`config.mk`:
```
export PLATFORM = sky130hd
export DESIGN_NAME = lbist_engine
export DESIGN_NICKNAME = d
export VERILOG_FILES = /design/src/rtl/lbist_engine.sv
export SDC_FILE = /design/constraint.sdc
export NUM_CORES = 1
export LEC_CHECK = 0
export BUFFER_PORTS_ARGS = -buffer_cell sky130_fd_sc_hd__clkbuf_2
export CORE_AREA = 2 2 39 41
export CTS_CLUSTER_DIAMETER = 150
export DETAILED_ROUTE_END_ITERATION = 10
export DIE_AREA = 0 0 41 43
export HOLD_SLACK_MARGIN = 0.05
export PLACE_DENSITY = 0.66
export SLEW_MARGIN = 20
export SYNTH_ARGS = -nofsm -noshare
export SYNTH_HDL_FRONTEND = slang
export SYNTH_SLANG_ARGS = --single-unit
```
`constraint.sdc`:
```
create_clock -name clk -period 3.2 [get_ports clk]
set_input_delay 0.32 -clock clk [delete_from_list [all_inputs] [get_ports clk]]
set_output_delay 0.32 -clock clk [all_outputs]
set_load 0.02 [all_outputs]
```
`src/rtl/lbist_engine.sv`:
```
module lbist_engine #(
  parameter logic [2:0] GEN_SEED   = 3'b111,
  parameter logic [2:0] GOLDEN_SIG = 3'b110,
  parameter int         PASS_TICKS = 7
) (
  input  logic       clk,
  input  logic       rst,
  input  logic       start,
  input  logic       fault_sel,
  output logic       busy,
  output logic       done,
  output logic       pass,
  output logic [2:0] signature
);
  localparam int CW = $clog2(PASS_TICKS + 1);
  localparam logic [CW-1:0] LAST_TICK = CW'(PASS_TICKS);

  logic [2:0]    gen_q;
  logic [2:0]    sig_q;
  logic [CW-1:0] tick_q;
  logic          fault_q;

  logic [2:0] gen_nxt, cut_in, cut_out, sig_nxt;
  logic       accept, last;

  assign gen_nxt = {gen_q[1] ^ gen_q[0], gen_q[2], gen_q[1]};

  assign cut_in     = gen_q;
  assign cut_out[0] = cut_in[0] | cut_in[1] | cut_in[2];
  assign cut_out[1] = cut_in[0] & cut_in[1] & cut_in[2];
  assign cut_out[2] = (cut_in[0] & cut_in[1]) | (cut_in[2] & ~fault_q);

  assign sig_nxt = {sig_q[1] ^ cut_out[2],
                    sig_q[2] ^ sig_q[0] ^ cut_out[1],
                    sig_q[2] ^ cut_out[0]};

  assign accept = start & ~busy;
  assign last   = busy & (tick_q == LAST_TICK);

  always_ff @(posedge clk) begin
    if (rst) begin
      busy    <= 1'b0;
      done    <= 1'b0;
      pass    <= 1'b0;
      gen_q   <= GEN_SEED;
      sig_q   <= '0;
      tick_q  <= '0;
      fault_q <= 1'b0;
    end else if (accept) begin
      busy    <= 1'b1;
      done    <= 1'b0;
      pass    <= 1'b0;
      gen_q   <= GEN_SEED;
      sig_q   <= '0;
      tick_q  <= CW'(1);
      fault_q <= fault_sel;
    end else if (last) begin
      busy <= 1'b0;
      done <= 1'b1;
      pass <= (sig_q == GOLDEN_SIG);
    end else if (busy) begin
      gen_q  <= gen_nxt;
      sig_q  <= sig_nxt;
      tick_q <= tick_q + 1'b1;
    end
  end

  assign signature = sig_q;
endmodule

```
# ---- Word-level counts from Yosys, hierarchy flattened
# Cells that the tools add are included.
dict set report word_totals {
  reg_bits 13
  input_bits 4
  output_inout_bits 6
  wordCells 38
}
dict set report classes {
  add_sub_neg 1
  n_eq_ne 3
  n_mux 5
  bitwise 16
  reduce_logical 5
}
# cell n
set op_table {}
lappend op_table {{3-bit == test (second input constant)} 2}
lappend op_table {{1-bit bitwise AND} 5}
lappend op_table {{1-bit two-way mux} 5}
lappend op_table {{1-bit XOR} 5}
lappend op_table {{2-bit AND reduction} 2}
lappend op_table {{2-bit nonzero test} 2}
lappend op_table {{3-bit by 1-bit adder with 3-bit output (second input constant)} 1}
lappend op_table {{1-bit NOT} 3}
lappend op_table {{1-bit OR} 3}
lappend op_table {{2-bit inequality test (second input constant)} 1}
lappend op_table {{2-bit OR reduction} 1}

# ---- Longest topological paths before layout
# Gate-level depths: netlist of the first run.
dict set report logic_depth {
  ltp_word 4
  mapped_depth 6
  depth_no_buf 6
}

# ---- Worst setup path before layout of the first run
# No wires, ideal clock.
dict set report synth_timing {
  path_kind {flip-flop to flip-flop}
  start {reg tick_q[0]}
  end {reg sig_q[2] (netlist: signature[2])}
  setup_ps 74
  arrival_time_ps 1434
  required_time_ps 3126
  path_slack_ps 1692
  path_stages_with_launch 7
  n_path_buf 1
  synth_period_minus_slack_ps 1508
  cell_sequence {dfxtp_1 ha_1 ha_1 nand2b_4 buf_6 or3_1 a31oi_1}
}
dict set report synth_via {
  elab_chain_len 4
}
# element line_no
set synth_rtl {}
lappend synth_rtl {{start: declaration} 20} ;# logic [CW-1:0] tick_q;
lappend synth_rtl {{start signal: assignment} 64} ;# tick_q <= tick_q + 1'b1;
lappend synth_rtl {{3-bit == test} 38} ;# assign last = busy & (tick_q == LAST_TICK);
lappend synth_rtl {{1-bit bitwise AND} 38}
lappend synth_rtl {{1-bit NOT (no source line)} -}
lappend synth_rtl {{2-bit AND reduction (no source line)} -}
lappend synth_rtl {{end signal: assignment} 63} ;# sig_q <= sig_nxt;
lappend synth_rtl {{end: declaration} 19} ;# logic [2:0] sig_q;
# Every way passes these cells.
# A chain may end at the register's enable or synchronous reset.

# ---- Worst setup path in the final report of the first run
# Same ends and word-level chain as after synthesis.

==> results.cfg, run 1 <==
[run_status]
status = finished, final reports clean

[logic_synthesis]
synth_cell_types = 21
synth_top_area_cell = dfxtp_1
yosysWarnings = 0
synth_edf_count = 0
synthTopCellsByCount = nand2_1 (16), dfxtp_1 (13), a21oi_1 (9)
syn_avg_cell_area_sq_um = 8.26
synthArstFlopShare_pct = 0
synth_seq_cells = 13
synthTopCellsByArea = dfxtp_1 (42%), ha_1 (10%), nand2_1 (9.7%)
syn_nets = 84
synth_area_sq_um = 619
synthFlopType = dfxtp_1
yosys.area.top_type_share_pct = 42.0
yosysSeqAreaShare_pct = 42.0
synth_cells = 75
yosysMostFrequentCell = nand2_1

[final_layout]
area_delta_synth_final_pct = 10.5
diodes = 0
layout-drive-gt1-share_pct = 15.5
fin_util_pct = 49.5
stdcell_count = 100
final_nets = 94

[min_path]
hold_path_startpoint = rst
hold_path_end = fault_q
hold_depth = 2
hp-class = in2reg

[power]
leakage_nw = 0.313
ir_drop_mv = 0.312
power_frac_seq_pct = 55.4
power_density_nw_per_um2 = 471
swShare_pct = 26.9
internal-power_mw = 0.236
share_comb_of_total_power_pct = 13.3
clock_power_share_pct = 31.3
switching_power_mw = 0.0867
power_mw = 0.323

[cts]
cts_root_buf = clkbuf_4
clk_latency_ns = 0.28
postCtsSetupRepairBufs = 0
hold_buffers = 0
cts_made_buffers = 3
cts_sinks = 13
cts_tree = yes
cts-resized-gates = 0
htreeDepth = 1
max-clock-path-buffers = 2
clk_pin_slew_ns = 0.08

[timing]
finalSetupViolations = 0
min_period_ns = 1.59
tns_ns = 0
timing.fmax_mhz = 631
slew_headroom_pct = 65.0
fin_ws_ns = 1.61
finalClockSkew_ns = 0.00115
rsz0062_at_grt = false
timing_worst_slew_pin_value_ns = 0.524
hold_violations = 0
post-route-period-util_pct = 49.5
final_max_slew_viol_count = 0

[floorplanning]
placementRows = 14
core-area_sq_um = 1380
die_h_um = 43
dieArea_sq_um = 1760
die_x_um = 41
start_util_pct = 44.8
ioPinCount = 10

[setup_path]
crit_family = simple AND/OR/NAND/NOR gates
crit_start = tick_q[0]
r2r_slack_ns = 1.61
startpoint_type = flip-flop
critPathMostFrequentCell = ha_1
worstPathCellList = ha_1 -> ha_1 -> nor2b_1 -> nand3_1 -> a31oi_1
slowest_stage = nor2b_1
worstPathArrival_ns = 1.79
critPathMaxFanout = 8
cpPeakStageDelay_ns = 0.43
end_kind = flip-flop
crit_buf_inv = 0
r2r_end = signature[2]
worstReg2RegStart = tick_q[0]
critical_path_class = reg2reg
ff2ff_path_depth = 5
worstPathRequired_ns = 3.41

[route]
first_iter_violations = 11
via_per_inst = 4.92
wl_per_cell_um = 10.6
drc = 0
dr_total_vias = 492
finalWirelength_um = 1060
antenna_left = 0
dr.pass1.iters = 4

[grt]
grt_use_met3_pct = 9.42
grt_use_met1_pct = 17.7
grt_pass1_vias = 392
top_usage_layer = met2
overflow = 0
antenna_found_initial = 0
use_met2_pct = 20.9
grt_usage_pct = 14.9
grt_pass1_wl_um = 1670
grt_max_degree = 11

[placed_design]
port-buffer-count = 9
dpl.hpwl_um = 766
place_congestion = 0.733
placedCellCount = 96
preCtsSetupSlack_ns = 1.63

[run]
max-cap-violations = 0
metrics by stage:
stage	cell area (sq um)	hold WS (ns)
after floorplan	619	0.392
after global placement	658	0.451
final	684	0.266
after CTS	684	0.263
after detailed placement	658	0.462
after global routing	684	0.269
per-layer routing:
| layer | wire, um | vias up |
|---|---|---|
| li1 | - | 263 |
| met1 | 482 | 215 |
| met2 | 486 | 12 |
| met3 | 75 | 2 |
| met4 | 10 | 0 |
| met5 | 0 | - |
how the worst max path moves through the flow:
stage                               to  slack, ns  cells after the start
after CTS                 signature[2]       1.61                      5
after global routing      signature[2]       1.45                      5
final                     signature[2]       1.61                      5
after global placement    signature[2]       1.72                      5
after detailed placement  signature[2]       1.63                      5
after floorplan           signature[2]       1.69                      6
worst register-to-register path: cells and delay by family, from the launching register on:
kind | cells | cell delay [ns]
flops | 1 | 0.33
fa+ha+maj | 2 | 0.43
compound gates | 1 | 0.18
simple gates | 2 | 0.57
registers in the layout (all words and copies together), names as in the netlist:
signal     flops
signature      3
busy           1
tick_q         3
cut_in         3
pass           1
done           1
fault_q        1
kinds of logic (layout without fill, tap and decap cells):
| family | count (synthesis) | count (layout) | synth area share (%) |
|---|---|---|---|
| DFF | 13 | 13 | 42.0 |
| adders and majority gates | 5 | 5 | 10.1 |
| AOI/OAI and AO/OA | 14 | 14 | 12.9 |
| buffers and inverters | 7 | 16 | 6.06 |
| and+or+nand+nor | 33 | 33 | 24.6 |
| xor gates and xnor gates | 3 | 3 | 4.24 |
area by class of cell:
cell class / count / area (sq um)
timing repair buffer: 9 / 45.0
clock buffer: 4 / 26.3
inverter: 3 / 11.3
multi-input combinational: 55 / 322
sequential: 13 / 260
fill: 136 / 699
tap: 16 / 20.0
power by group through the flow:
stage | Clock [mW] | Combinational, mW | Sequential, mW
2_1_floorplan | 0 | 0.0334 | 0.184
3_3_place_gp | 0 | 0.0429 | 0.182
3_5_place_dp | 0 | 0.0430 | 0.183
4_1_cts | 0.104 | 0.0432 | 0.179
5_1_grt | 0.116 | 0.0486 | 0.180
6_report | 0.101 | 0.0428 | 0.179
cell usage in the layout (no fill, tap or decap), types with 2 or more instances in the layout:
cell type / synthesis / routed
clkbuf_2: 0 / 9
ha_1: 5 / 5
nand2_1: 16 / 16
nand3_1: 2 / 2
o211ai_1: 2 / 2
nor2b_1: 3 / 3
nor2_1: 8 / 8
inv_1: 3 / 3
clkbuf_4: 0 / 3
dfxtp_1: 13 / 13
a21oi_1: 9 / 9
xnor2_1: 2 / 2
(Power assumes the default switching activity.)
==> inputs of run 2 (changes only) <==
==> constraint.sdc (replaced) <==
create_clock -name clk -period 1.6 [get_ports clk]
set_input_delay 0.16 -clock clk [delete_from_list [all_inputs] [get_ports clk]]
set_output_delay 0.16 -clock clk [all_outputs]
set_load 0.02 [all_outputs]
==> run 2 against run 1 <==
Sequential share of layout area down 0.82 points. Core utilization grew 1.1 points. Cell area is 2.2% higher. Final cell count rose by 2.0%. Sequential cell count stayed put. First-iteration DRC count fell by 27%. Power is 100% higher. Worst hold slack got worse by 0.16 ns. Via count rose by 0.41%. Count of clock-buffer cells in the layout unchanged. Wire length down 3.8%.
==> results.cfg, run 2 (synthesis results as in run 1) <==
[final_layout]
diodes = 0
fin_util_pct = 50.5
area_delta_synth_final_pct = 12.9
mostFrequentLayoutCells = nand2_1 (16), dfxtp_1 (13), a21oi_1 (9), clkbuf_2 (9), nor2_1 (8)
final_nets = 96
layout-drive-gt1-share_pct = 17.4
mostFrequentLayoutCell = nand2_1
stdcell_count = 102

[power]
ir_drop_mv = 0.443
leakage_nw = 0.324
power_density_nw_per_um2 = 931

[setup_path]
slowest_stage = or3_1
critPathMostFrequentCell = ha_1
end_kind = flip-flop
cpPeakStageDelay_ns = 0.35
crit_family = simple AND/OR/NAND/NOR gates
startpoint_type = flip-flop
worstPathArrival_ns = 1.72
ff2ff_path_depth = 5
critPathMaxFanout = 9
worstPathRequired_ns = 1.81
crit_buf_inv = 0
critical_path_class = reg2reg
worstPathCellList = ha_1 -> ha_1 -> nand2b_4 -> or3_1 -> a31oi_1
worstSetupPathDepth = 5

[placed_design]
port-buffer-count = 9
placedCellCount = 98
place_congestion = 0.735
dpl.hpwl_um = 779

[timing]
final_max_slew_viol_count = 0
fin_hold_ws_ns = 0.102
rsz0062_at_grt = false
hold_violations = 0
timing_worst_slew_pin_value_ns = 0.373
post-route-period-util_pct = 94.7
tns_ns = 0
min_period_ns = 1.52
finalSetupViolations = 0
timing.fmax_mhz = 660
finalClockSkew_ns = 0.000925
slew_headroom_pct = 75.2

[route]
dr.pass1.iters = 4
dr_total_vias = 494
drc = 0
antenna_left = 0
via_per_inst = 4.84
finalWirelength_um = 1020
first_iter_violations = 8
wl_per_cell_um = 9.95

[cts]
cts_made_buffers = 3
max-clock-path-buffers = 2
cts_tree = yes
postCtsSetupRepairBufs = 0
htreeDepth = 1
cts-resized-gates = 0
clk_latency_ns = 0.27
cts_root_buf = clkbuf_4
clk_pin_slew_ns = 0.08
hold_buffers = 0
cts_sinks = 13

[floorplanning]
ioPinCount = 10
core-area_sq_um = 1380
placementRows = 14
start_util_pct = 44.8
dieArea_sq_um = 1760
die_h_um = 43
die_x_um = 41

[min_path]
hp-class = in2reg
hold_depth = 2

[grt]
grt_pass1_vias = 390
overflow = 0
grt_pass1_wl_um = 1630
grt_max_degree = 10
antenna_found_initial = 0
grt_usage_pct = 14.2

[run]
max-cap-violations = 0

[run_status]
status = finished, final reports clean
==> run 2: cell count changes in the layout (fill, tap and decap cells not counted), sizes merged <==
cell / delta
buf: +2
==> run 2: cell type report <==
cell class,count,area [sq um]
fill,136,684
clock buffer,4,26.3
timing repair buffer,11,60.1
multi-input combinational,55,322
inverter,3,11.3
sequential,13,260
tap,16,20.0
==> run 2: through the flow <==
step                area, sq um  setup slack [ns]  power [mW]
floorplan                   619            0.0923       0.434
global placement            673             0.130       0.455
detailed placement          673            0.0922       0.456
CTS                         699            0.0677       0.661
global route                699           0.00629       0.688
finish                      699            0.0840       0.651
==> run 2: path summary, 6_finish.rpt <==
check / end / slack, ns / startpoint
min reg2reg: tick_q[1] / 0.47 / tick_q[1]
max reg2reg: signature[2] / 0.08 / tick_q[0]
max: signature[2] / 0.08 / tick_q[0]
min: tick_q[0] / 0.10 / rst
==> run 2: metal layers <==
metal  vias to the layer above  track usage (%)  part of all wire (%)  wire length [um]
li1                        267                -                     -                 -
met1                       217             18.0                    49               500
met2                         6             19.4                    45               456
met3                         4             3.14                   2.1                21
met4                         0             12.0                   3.5                36
met5                         -                0                     0                 0
==> run 2: where the power goes <==
group          switching, mW  leakage [nW]  internal (mW)
combinational         0.0511         0.202         0.0394
sequential            0.0165         0.107          0.340
clock                  0.108        0.0150         0.0966
